===== src/rtl/spi_resp_pkg.sv =====
// Shared widths and constants for the SPI command responder.
// Assumes byte-wide SPI frames throughout.
package spi_resp_pkg;
    localparam int unsigned BYTE_W = 8;
    typedef logic [BYTE_W-1:0] byte_t;
    localparam byte_t REPLAY_INIT = 8'h00;
endpackage


===== src/rtl/spi_in_sync.sv =====
// Multi-stage synchroniser for a bundle of asynchronous inputs.
// Assumes STAGES >= 2 and that the bits need no mutual coherence beyond
// what the sampling ratio of the consumer provides.
module spi_in_sync #(
    parameter int            W       = 3,
    parameter int            STAGES  = 2,
    parameter logic [W-1:0]  RST_VAL = '0
) (
    input  logic         clk,
    input  logic         rst_n,
    input  logic [W-1:0] d,
    output logic [W-1:0] q
);
    logic [STAGES-1:0][W-1:0] chain_q;

    // Shift the raw inputs through the flop chain.
    always_ff @(posedge clk) begin
        if (!rst_n) begin
            chain_q <= {STAGES{RST_VAL}};
        end else begin
            chain_q <= {chain_q[STAGES-2:0], d};
        end
    end

    assign q = chain_q[STAGES-1];
endmodule


===== src/rtl/spi_bit_engine.sv =====
// Mode-1 bit engine working on synchronised SPI pins. It detects SCLK
// edges, loads the outgoing byte at a frame's first rising edge (FIFO head,
// or the previous byte when the FIFO is empty), shifts MISO on rising edges
// and MOSI in on falling edges. It also flags a mid-frame chip-select release.
// Assumes the system clock runs at least 8 times faster than SCLK.
module spi_bit_engine #(
    parameter int BITS = 8
) (
    input  logic            clk,
    input  logic            rst_n,
    input  logic            sclk_s,
    input  logic            cs_n_s,
    input  logic            mosi_s,
    input  logic            tx_empty,
    input  logic [BITS-1:0] tx_head,
    output logic            tx_pop,
    output logic            underrun_evt,
    output logic            rx_valid,
    output logic [BITS-1:0] rx_byte,
    output logic            frame_end_fifo,
    output logic            abort,
    output logic            miso
);
    localparam int CW = $clog2(BITS);

    logic            sclk_q;
    logic [CW-1:0]   bit_cnt;
    logic            loaded;
    logic            from_fifo;
    logic [BITS-1:0] rx_sh;
    logic [BITS-1:0] tx_sh;
    logic [BITS-1:0] last_tx;

    logic            active, rise, fall, load_evt, last_fall;
    logic [BITS-1:0] load_val;

    // Edge detection and frame-start decisions.
    always_comb begin
        active       = !cs_n_s;
        rise         = active && sclk_s && !sclk_q;
        fall         = active && !sclk_s && sclk_q;
        load_evt     = rise && !loaded;
        tx_pop       = load_evt && !tx_empty;
        underrun_evt = load_evt && tx_empty;
        load_val     = tx_empty ? last_tx : tx_head;
        last_fall    = fall && (bit_cnt == CW'(BITS - 1));
        abort        = cs_n_s && ((bit_cnt != '0) || loaded);
    end

    // Remember the previous synchronised SCLK level.
    always_ff @(posedge clk) begin
        if (!rst_n) sclk_q <= 1'b0;
        else        sclk_q <= sclk_s;
    end

    // Bit counting, shift registers and per-frame load state.
    always_ff @(posedge clk) begin
        if (!rst_n) begin
            bit_cnt   <= '0;
            loaded    <= 1'b0;
            from_fifo <= 1'b0;
            rx_sh     <= '0;
            tx_sh     <= '0;
            last_tx   <= BITS'(spi_resp_pkg::REPLAY_INIT);
        end else if (!active) begin
            bit_cnt <= '0;
            loaded  <= 1'b0;
        end else begin
            if (rise) begin
                if (!loaded) begin
                    tx_sh     <= load_val;
                    last_tx   <= load_val;
                    loaded    <= 1'b1;
                    from_fifo <= !tx_empty;
                end else begin
                    tx_sh <= {tx_sh[BITS-2:0], 1'b0};
                end
            end
            if (fall) begin
                rx_sh <= {rx_sh[BITS-2:0], mosi_s};
                if (last_fall) begin
                    bit_cnt <= '0;
                    loaded  <= 1'b0;
                end else begin
                    bit_cnt <= bit_cnt + CW'(1);
                end
            end
        end
    end

    // Register the completed byte and the end-of-frame notice.
    always_ff @(posedge clk) begin
        if (!rst_n) begin
            rx_valid       <= 1'b0;
            rx_byte        <= '0;
            frame_end_fifo <= 1'b0;
        end else begin
            rx_valid       <= last_fall;
            frame_end_fifo <= last_fall && from_fifo;
            if (last_fall) rx_byte <= {rx_sh[BITS-2:0], mosi_s};
        end
    end

    assign miso = tx_sh[BITS-1];
endmodule


===== src/rtl/rx_chunk_fifo.sv =====
// Receive byte store that releases data in fixed-size commands. Bytes of
// the command still being received sit above a commit pointer. An abort or
// an overflow rolls the write pointer back to it, so partial commands never
// reach the reader. Assumes DEPTH is a power of two and a multiple of CMD_BYTES.
module rx_chunk_fifo #(
    parameter int BITS      = 8,
    parameter int CMD_BYTES = 4,
    parameter int DEPTH     = 8
) (
    input  logic                      clk,
    input  logic                      rst_n,
    input  logic                      in_valid,
    input  logic [BITS-1:0]           in_byte,
    input  logic                      abort,
    input  logic                      ovf_clear,
    output logic                      ovf_flag,
    output logic                      cmd_valid,
    input  logic                      cmd_ready,
    output logic [CMD_BYTES*BITS-1:0] cmd_data
);
    localparam int AW   = $clog2(DEPTH);
    localparam int PW   = AW + 1;
    localparam int CNTW = (CMD_BYTES > 1) ? $clog2(CMD_BYTES) : 1;

    logic [BITS-1:0] mem [DEPTH];
    logic [PW-1:0]   wr_ptr, cm_ptr, rd_ptr;
    logic [CNTW-1:0] part_cnt;
    logic [PW-1:0]   used, committed;
    logic            full, take;

    // Occupancy and handshake terms.
    always_comb begin
        used      = wr_ptr - rd_ptr;
        committed = cm_ptr - rd_ptr;
        full      = (used == PW'(DEPTH));
        cmd_valid = (committed >= PW'(CMD_BYTES));
        take      = cmd_valid && cmd_ready;
    end

    // Store an accepted byte.
    always_ff @(posedge clk) begin
        if (in_valid && !full && !abort) mem[wr_ptr[AW-1:0]] <= in_byte;
    end

    // Pointer, commit and partial-count update.
    always_ff @(posedge clk) begin
        if (!rst_n) begin
            wr_ptr   <= '0;
            cm_ptr   <= '0;
            rd_ptr   <= '0;
            part_cnt <= '0;
        end else begin
            if (take) rd_ptr <= rd_ptr + PW'(CMD_BYTES);
            if (abort || (in_valid && full)) begin
                wr_ptr   <= cm_ptr;
                part_cnt <= '0;
            end else if (in_valid) begin
                wr_ptr <= wr_ptr + PW'(1);
                if (part_cnt == CNTW'(CMD_BYTES - 1)) begin
                    cm_ptr   <= wr_ptr + PW'(1);
                    part_cnt <= '0;
                end else begin
                    part_cnt <= part_cnt + CNTW'(1);
                end
            end
        end
    end

    // Sticky overflow indication.
    always_ff @(posedge clk) begin
        if (!rst_n)                   ovf_flag <= 1'b0;
        else if (in_valid && full)    ovf_flag <= 1'b1;
        else if (ovf_clear)           ovf_flag <= 1'b0;
    end

    // Present the oldest command, first byte in the top lane.
    for (genvar i = 0; i < CMD_BYTES; i++) begin : g_lane
        logic [AW-1:0] idx;
        assign idx = rd_ptr[AW-1:0] + AW'(i);
        assign cmd_data[(CMD_BYTES-1-i)*BITS +: BITS] = mem[idx];
    end
endmodule


===== src/rtl/tx_resp_fifo.sv =====
// First-word-fall-through FIFO for response bytes.
// Assumes DEPTH is a power of two; push is ignored when full, pop when empty.
module tx_resp_fifo #(
    parameter int BITS  = 8,
    parameter int DEPTH = 4
) (
    input  logic            clk,
    input  logic            rst_n,
    input  logic            push,
    input  logic [BITS-1:0] push_data,
    input  logic            pop,
    output logic [BITS-1:0] head,
    output logic            empty,
    output logic            full
);
    localparam int AW = $clog2(DEPTH);
    localparam int PW = AW + 1;

    logic [BITS-1:0] mem [DEPTH];
    logic [PW-1:0]   wr_ptr, rd_ptr;

    // Status from pointer distance.
    always_comb begin
        empty = (wr_ptr == rd_ptr);
        full  = ((wr_ptr - rd_ptr) == PW'(DEPTH));
        head  = mem[rd_ptr[AW-1:0]];
    end

    // Write storage.
    always_ff @(posedge clk) begin
        if (push && !full) mem[wr_ptr[AW-1:0]] <= push_data;
    end

    // Pointer movement.
    always_ff @(posedge clk) begin
        if (!rst_n) begin
            wr_ptr <= '0;
            rd_ptr <= '0;
        end else begin
            if (push && !full) wr_ptr <= wr_ptr + PW'(1);
            if (pop && !empty) rd_ptr <= rd_ptr + PW'(1);
        end
    end
endmodule


===== src/rtl/spi_cmd_responder.sv =====
// SPI mode-1 slave for a command/response link. It synchronises the SPI
// pins, assembles 4-byte commands for local logic, queues response bytes,
// raises host_irq when a response is complete and keeps a sticky underrun
// flag. Assumes clk runs at least 8 times faster than SCLK.
module spi_cmd_responder
    import spi_resp_pkg::*;
#(
    parameter int CMD_BYTES   = 4,
    parameter int RX_DEPTH    = 8,
    parameter int TX_DEPTH    = 4,
    parameter int SYNC_STAGES = 2
) (
    input  logic                        clk,
    input  logic                        rst_n,
    input  logic                        spi_sclk,
    input  logic                        spi_cs_n,
    input  logic                        spi_mosi,
    output logic                        spi_miso,
    output logic                        host_irq,
    output logic                        cmd_valid,
    input  logic                        cmd_ready,
    output logic [CMD_BYTES*BYTE_W-1:0] cmd_data,
    input  logic                        resp_valid,
    output logic                        resp_ready,
    input  logic [BYTE_W-1:0]           resp_data,
    input  logic                        resp_last,
    input  logic                        irq_clear,
    output logic                        underrun_flag,
    input  logic                        underrun_clear,
    output logic                        overflow_flag,
    input  logic                        overflow_clear
);
    logic  sclk_s, cs_n_s, mosi_s;
    logic  tx_pop, tx_empty, tx_full, push;
    byte_t tx_head, rx_byte;
    logic  underrun_evt, rx_valid, frame_end_fifo, abort;

    spi_in_sync #(
        .W       (3),
        .STAGES  (SYNC_STAGES),
        .RST_VAL (3'b100)
    ) u_sync (
        .clk   (clk),
        .rst_n (rst_n),
        .d     ({spi_cs_n, spi_sclk, spi_mosi}),
        .q     ({cs_n_s, sclk_s, mosi_s})
    );

    spi_bit_engine #(
        .BITS (BYTE_W)
    ) u_engine (
        .clk            (clk),
        .rst_n          (rst_n),
        .sclk_s         (sclk_s),
        .cs_n_s         (cs_n_s),
        .mosi_s         (mosi_s),
        .tx_empty       (tx_empty),
        .tx_head        (tx_head),
        .tx_pop         (tx_pop),
        .underrun_evt   (underrun_evt),
        .rx_valid       (rx_valid),
        .rx_byte        (rx_byte),
        .frame_end_fifo (frame_end_fifo),
        .abort          (abort),
        .miso           (spi_miso)
    );

    rx_chunk_fifo #(
        .BITS      (BYTE_W),
        .CMD_BYTES (CMD_BYTES),
        .DEPTH     (RX_DEPTH)
    ) u_rx (
        .clk       (clk),
        .rst_n     (rst_n),
        .in_valid  (rx_valid),
        .in_byte   (rx_byte),
        .abort     (abort),
        .ovf_clear (overflow_clear),
        .ovf_flag  (overflow_flag),
        .cmd_valid (cmd_valid),
        .cmd_ready (cmd_ready),
        .cmd_data  (cmd_data)
    );

    tx_resp_fifo #(
        .BITS  (BYTE_W),
        .DEPTH (TX_DEPTH)
    ) u_tx (
        .clk       (clk),
        .rst_n     (rst_n),
        .push      (push),
        .push_data (resp_data),
        .pop       (tx_pop),
        .head      (tx_head),
        .empty     (tx_empty),
        .full      (tx_full)
    );

    assign resp_ready = !tx_full;
    assign push       = resp_valid && !tx_full;

    // Interrupt to the host: set by a completed response, dropped by a
    // draining frame or a local clear.
    always_ff @(posedge clk) begin
        if (!rst_n)                                          host_irq <= 1'b0;
        else if (push && resp_last)                          host_irq <= 1'b1;
        else if (irq_clear || (frame_end_fifo && tx_empty && !push))
                                                             host_irq <= 1'b0;
    end

    // Sticky underrun flag.
    always_ff @(posedge clk) begin
        if (!rst_n)              underrun_flag <= 1'b0;
        else if (underrun_evt)   underrun_flag <= 1'b1;
        else if (underrun_clear) underrun_flag <= 1'b0;
    end
endmodule


===== config.mk =====
export PLATFORM = sky130hd
export DESIGN_NAME = spi_cmd_responder
export DESIGN_NICKNAME = d
export VERILOG_FILES = /design/src/rtl/spi_resp_pkg.sv /design/src/rtl/spi_in_sync.sv /design/src/rtl/spi_bit_engine.sv /design/src/rtl/rx_chunk_fifo.sv /design/src/rtl/tx_resp_fifo.sv /design/src/rtl/spi_cmd_responder.sv
export SDC_FILE = /design/constraint.sdc
export NUM_CORES = 1
export LEC_CHECK = 0
export CORE_ASPECT_RATIO = 1.75
export CORE_MARGIN = 3
export CORE_UTILIZATION = 50
export CTS_BUF_LIST = sky130_fd_sc_hd__clkbuf_8 sky130_fd_sc_hd__clkbuf_16
export DETAILED_ROUTE_END_ITERATION = 8
export DONT_BUFFER_PORTS = 1
export HOLD_SLACK_MARGIN = 0.08
export PLACE_DENSITY_LB_ADDON = 0.15
export SLEW_MARGIN = 15
export SYNTH_ARGS = -nofsm -noshare
export SYNTH_HDL_FRONTEND = slang
export SYNTH_SLANG_ARGS = --single-unit

===== constraint.sdc =====
create_clock -name clk -period 3.4 [get_ports clk]
set_input_delay 1.02 -clock clk [delete_from_list [all_inputs] [get_ports clk]]
set_output_delay 1.02 -clock clk [all_outputs]
set_load 0.01 [all_outputs]

# After elaboration in Yosys (flattened, before gate mapping)
# Memory sizes are Yosys's and may differ from the RTL's. A register that Yosys moved wholly into a read port is not among the register bits.
# Index checks and enable logic that the tools add are counted.
op_classes:
  add_sub_neg: 12
  order_cmp: 1
  n_eq_ne: 5
  muxes: 23
  bitwise: 4
  n_reduce_logical: 43
ops:
  columns: ["cell", "count"]
  rows:
  - ["$logic_and 1x1->1", 20]
  - ["$mux 8", 2]
  - ["$mux 1", 13]
  - ["$add 3x1->3 const B", 4]
  - ["$logic_not 1->1", 9]
  - ["$mux 3", 3]
  - ["$mux 4", 2]
  - ["$reduce_bool 2->1", 4]
  - ["$sub 4x4->4", 2]
  - ["$add 3x2->3 const B", 2]
  - ["$eq 3x3->1 const B", 2]
  - ["$mux 2", 3]
  - ["$reduce_and 3->1", 2]
  - ["$add 4x1->4 const B", 1]
  - ["$add 4x3->4 const B", 1]
  - ["$eq 4x4->1 const B", 1]
  - ["$ge 4x3->1 const B", 1]
  - ["$not 1->1", 4]
  - ["$reduce_and 2->1", 2]
  - ["$reduce_or 2->1", 2]
  - ["$eq 3x3->1", 1]
  - ["$logic_or 1x1->1", 3]
  - ["$reduce_bool 3->1", 1]
  - ["$sub 3x3->3", 1]
  - ["other kinds (2)", 2]
totals:
  reg_bits: 68
  ramBits: 96
  inputBits: 19
  output_inout_bits: 38
  elab_cells: 111
  n_memories: 2
mem_list:
  columns: ["name", "depth", "word_bits", "rd", "rd_ports_with_merged_regs", "write_ports", "line_no", "text"]
  rows:
  - ["u_rx.mem", 8, 8, 4, 1, 1, "rx_chunk_fifo.sv:25", "logic [BITS-1:0] mem [DEPTH];"]
  - ["u_tx.mem", 4, 8, 1, 1, 1, "tx_resp_fifo.sv:19", "logic [BITS-1:0] mem [DEPTH];"]

# Logic depth before layout (Yosys ltp)
logic_depth:
  ltp_word: 9
  ltp_mapped: 7
  ltp_nobuf: 6

# Hierarchy
# Synthesis repeated with hierarchy kept, for this count alone.
hier_totals:
  cells_unflattened: 510
  area_unflattened_um2: 6801.5
by_module_without_submodules:
  columns: ["module", "n_inst", "cells_each", "area_per_inst_um2", "seq_area_each_um2"]
  rows:
  - ["rx_chunk_fifo", 1, 205, 3143.0, 2202.1]
  - ["spi_bit_engine", 1, 187, 1729.2, 780.7]
  - ["tx_resp_fifo", 1, 92, 1654.1, 1121.1]
  - ["spi_in_sync", 1, 15, 180.2, 120.1]
  - ["spi_cmd_responder", 1, 11, 95.1, 40.0]

# Least setup slack after synthesis
# OpenSTA, ideal clock, no wires.
synth_path:
  kind: "register to register"
  startpoint: "reg u_engine.bit_cnt[0]"
  endpoint: "mem u_rx.mem[0][0] (enable)"
  setup_time_ns: 0.383
  arrival_time_ns: 1.959
  required_time_ns: 3.017
  path_slack_ns: 1.058
  stages_incl_launch_ff: 7
  synth_period_minus_slack_ns: 2.342
  path_cell_list: "dfxtp_1 inv_1 ha_1 or3b_2 nand2_1 nand3_1 nor3_1"
synth_between:
  elab_chain_len: 7
synth_lines:
  columns: ["element", "line_no", "text"]
  rows:
  - ["start, declared", "spi_bit_engine.sv:27", "logic [CW-1:0] bit_cnt;"]
  - ["start signal, assigned", "spi_bit_engine.sv:85", "bit_cnt <= bit_cnt + CW'(1);"]
  - ["$reduce_bool 3->1", "spi_bit_engine.sv:47", "abort = cs_n_s && ((bit_cnt != '0) || loaded);"]
  - ["$logic_or 1x1->1", "spi_bit_engine.sv:47", null]
  - ["$logic_and 1x1->1", "spi_bit_engine.sv:47", null]
  - ["$logic_not 1->1", "rx_chunk_fifo.sv:42", "if (in_valid && !full && !abort) mem[wr_ptr[AW-1:0]] <= in_byte;"]
  - ["$logic_and 1x1->1", "rx_chunk_fifo.sv:42", null]
  - ["$mux 1", "rx_chunk_fifo.sv:42", null]
  - ["$mux 1 (not written as such)", "rx_chunk_fifo.sv:42", null]
  - ["end, declared", "rx_chunk_fifo.sv:25", null]
# No other way between the ends.

# Worst setup path in the final report
layout_path:
  startpoint: "reg u_rx.rd_ptr[2]"
  endpoint: "out cmd_data[21]"
layout_between:
  elab_chain_len: 2
layout_lines:
  columns: ["element", "line_no", "text"]
  rows:
  - ["start, declared", "rx_chunk_fifo.sv:26", "logic [PW-1:0] wr_ptr, cm_ptr, rd_ptr;"]
  - ["start signal, assigned", "rx_chunk_fifo.sv:53", "if (take) rd_ptr <= rd_ptr + PW'(CMD_BYTES);"]
  - ["$add 3x1->3", "rx_chunk_fifo.sv:79", "assign idx = rd_ptr[AW-1:0] + AW'(i);"]
  - ["$mem_v2 8x8", null, null]
  - ["end, declared", "spi_cmd_responder.sv:22", "output logic [CMD_BYTES*BYTE_W-1:0] cmd_data,"]
# No other way between the ends.

==> summary.txt <==
Run status
  – Status: finished clean

Yosys
  – Syn_nets: 515
  – Post-Synthesis Cell Area: 6440 sq um
  – EDFF count, synth: 96
  – Ys async rst share: 0%
  – Synth unique cells: 43
  – Syn avg cell area: 13.3 sq um
  – Cell taking the most area after synthesis: edfxtp_1
  – Synthesized instance count: 483
  – Top post-synthesis cells by area: edfxtp_1, dfxtp_1, mux2_2, nand2_1, mux4_2
  – Synthesized flop and latch total: 165
  – Post-synth top flop: edfxtp_1
  – Sequential area share after synthesis: 66.2%
  – Share of the synthesized area in the top cell type: 44.8%
  – YS warnings: 0

Floorplan
  – Num ports: 57
  – Initial Utilization: 51.5%
  – Cell row count: 54
  – Die span in y: 156 microns
  – Core area: 12,500 sq um
  – Die area: 14,300 sq um
  – Die width: 91.8 microns

Hold path
  – Worst hold path class: reg -> reg
  – Hold endpoint: u_sync.q[2]
  – Worst Min Path Start: u_sync.chain_q[2]
  – Hold Crit Depth: 1

Global route
  – Grt ovf: 0
  – Initial antenna violation count: 0
  – Vias in the first global route: 3,763
  – All-Layer GR Usage: 17.0%
  – First-pass GRT wire length: 18,700 microns
  – Largest net degree at the start of global routing: 31

Placed design
  – GP Congestion: 0.824
  – IO Port Bufs: 0
  – Hpwl dp: 8430 microns

Run
  – Max_cap viols: 0

Critical path
  – Critical path class: reg -> out
  – FF-to-FF Start: u_engine.bit_cnt[0]
  – Crit path required time: 2.38 ns
  – Reg2reg path depth: 6
  – Worst reg-to-reg setup slack: 0.95 ns
  – CP arrival: 1.65 ns
  – Crit path max fanout: 24
  – Worst r2r dst: u_rx.mem[7][3]
  – CP endpoint kind: output port
  – Startpoint types: flip-flop

Route
  – DR vias: 3,591
  – Vias/cell: 5.34
  – Routed len/inst: 17.1 microns
  – Post-route ant nets: 0
  – Final wirelength: 11,500 microns
  – Drt pass-1 iters: 4
  – Initial drt markers: 143
  – Number of remaining DRC errors: 0

Pwr
  – Pleak: 2.52 nW
  – Maximum vdd drop: 0.392 mV
  – PD cells: 558 nW/um^2

Clock network
  – Num CTS Buffers: 17
  – Hold bufs inserted after CTS: 0
  – Post-cts resize count: 0
  – Post-CTS Setup Bufs: 0
  – Clk slew on worst S/H paths: 0.07 ns
  – Worst skew pair latency: 0.42 ns
  – CTS tree: yes
  – H-tree lvl count: 4
  – CTS Buffer Depth: 2
  – Clock sinks: 165
  – Clk root buf: clkbuf_16

STA
  – Setup_tns: 0 ns
  – # setup viols final: 0
  – Maximum clock rate: 0.374 GHz
  – Max-Slew Margin vs Limit: 51.2%
  – Period minus WS final: 2.67 ns
  – Slew Limit Fails: 0
  – Final worst-path cycle share: 78.6%
  – RSZ-0062 raised after global routing: no
  – Fin. Hold Viols: 0
  – Fin Hold WS: 0.404 ns
  – Slew @ Worst Pin: 0.729 ns
  – Worst Skew: 0.00726 ns

Cells and area
  – # fillers: 999
  – Layout cell share with drive strength beyond 1: 17.8%
  – Final antenna diode count: 0
  – Commonest non-fill, non-tap cell in the layout: edfxtp_1
  – Area Overhead vs Synth: 12.1%
  – Final Net Count: 524
  – Most frequent cells in the layout: edfxtp_1, dfxtp_1, nand2_1, mux2_2, a21oi_1
[metrics by stage]
step	instances	cell area (sq um)	utilization [%]	total power (W)	setup WS, ns
CTS	673	7210	57.7	0.00407	0.702
floorplan	483	6440	-	0.00223	1.06
detailed placement	641	6640	53.1	0.00225	0.976
global route	673	7210	57.7	0.00416	0.568
finish	673	7210	57.7	0.00403	0.729
global placement	641	6640	53.1	0.00225	1.09
[cell type report]
cell class	count	area [sq um]	area share [%]
clock buffers	17	425	5.90
flip-flops and latches	165	4260	59.1
clock inverters	15	153	2.12
repair buffers	12	90.1	1.25
inverters	14	52.6	0.728
well taps	168	210	2.91
multi-input cells	282	2020	28.0
[synthesized netlist by cell type, drive strengths merged, types with 2 or more instances]
library cell,instances
a211oi,2
a21oi,33
a221oi,7
a31oi,3
and2,10
and3,9
buf,8
clkbuf,14
dfxtp,69
edfxtp,96
ha,13
inv,13
mux2,33
mux2i,16
mux4,8
nand2,58
nand2b,6
nand3,10
nand4,3
nor2,25
nor2b,2
nor3,7
nor3b,2
o21ai,8
or3,2
or3b,2
xnor2,4
xor2,9
[worst max path at each step]
stage	slack, ns	cells after the start	end	start
final	0.73	2	cmd_data[21]	u_rx.rd_ptr[2]
after global routing	0.57	5	resp_ready	u_tx.wr_ptr[0]
after CTS	0.70	2	cmd_data[23]	u_rx.rd_ptr[2]
after detailed placement	0.98	6	u_rx.mem[7][2]	u_engine.bit_cnt[0]
after global placement	1.09	3	u_tx.mem[0][0]	resp_valid
after floorplan	1.06	6	u_rx.mem[0][0]	u_engine.bit_cnt[0]
[where the power goes]
group	leakage, nW	switching, W	total (W)	internal (W)
registers	1.44	0.0000116	0.00214	0.00213
logic	0.791	0.0000399	0.0000656	0.0000257
clock network	0.287	0.000846	0.00183	0.000981
[state kept, by name, summed over array words and instances, names as in the netlist, 4 cells and up, named ones only]
signal            flops
u_rx.mem             64
u_rx.wr_ptr           4
u_engine.tx_sh        8
u_engine.rx_byte      8
u_rx.cm_ptr           4
u_tx.mem             32
u_engine.rx_sh        7
u_engine.last_tx      8
[logic make-up after synthesis]
family	synth area share, %
AND/OR/NAND/NOR	10.5
AO/OA/AOI/OAI	5.44
multiplexers	11.1
adder cells (fa/ha/maj)	2.53
flip-flops	66.2
XOR/XNOR	1.89
buffers and inverters	2.39
[layer usage]
metal	global-route usage, %	vias up	share of wire [%]
met5	0	-	0
met1	15.3	1746	34
met4	6.66	0	2.1
li1	-	1768	-
met2	35.2	60	61
met3	3.86	17	3.0
[critical path: stages (launching register included)]
cell     delay [ns]
dfxtp_1        0.45
buf_4          0.36
mux2_2         0.42
Note: power is estimated with default switching activity, not from simulation.
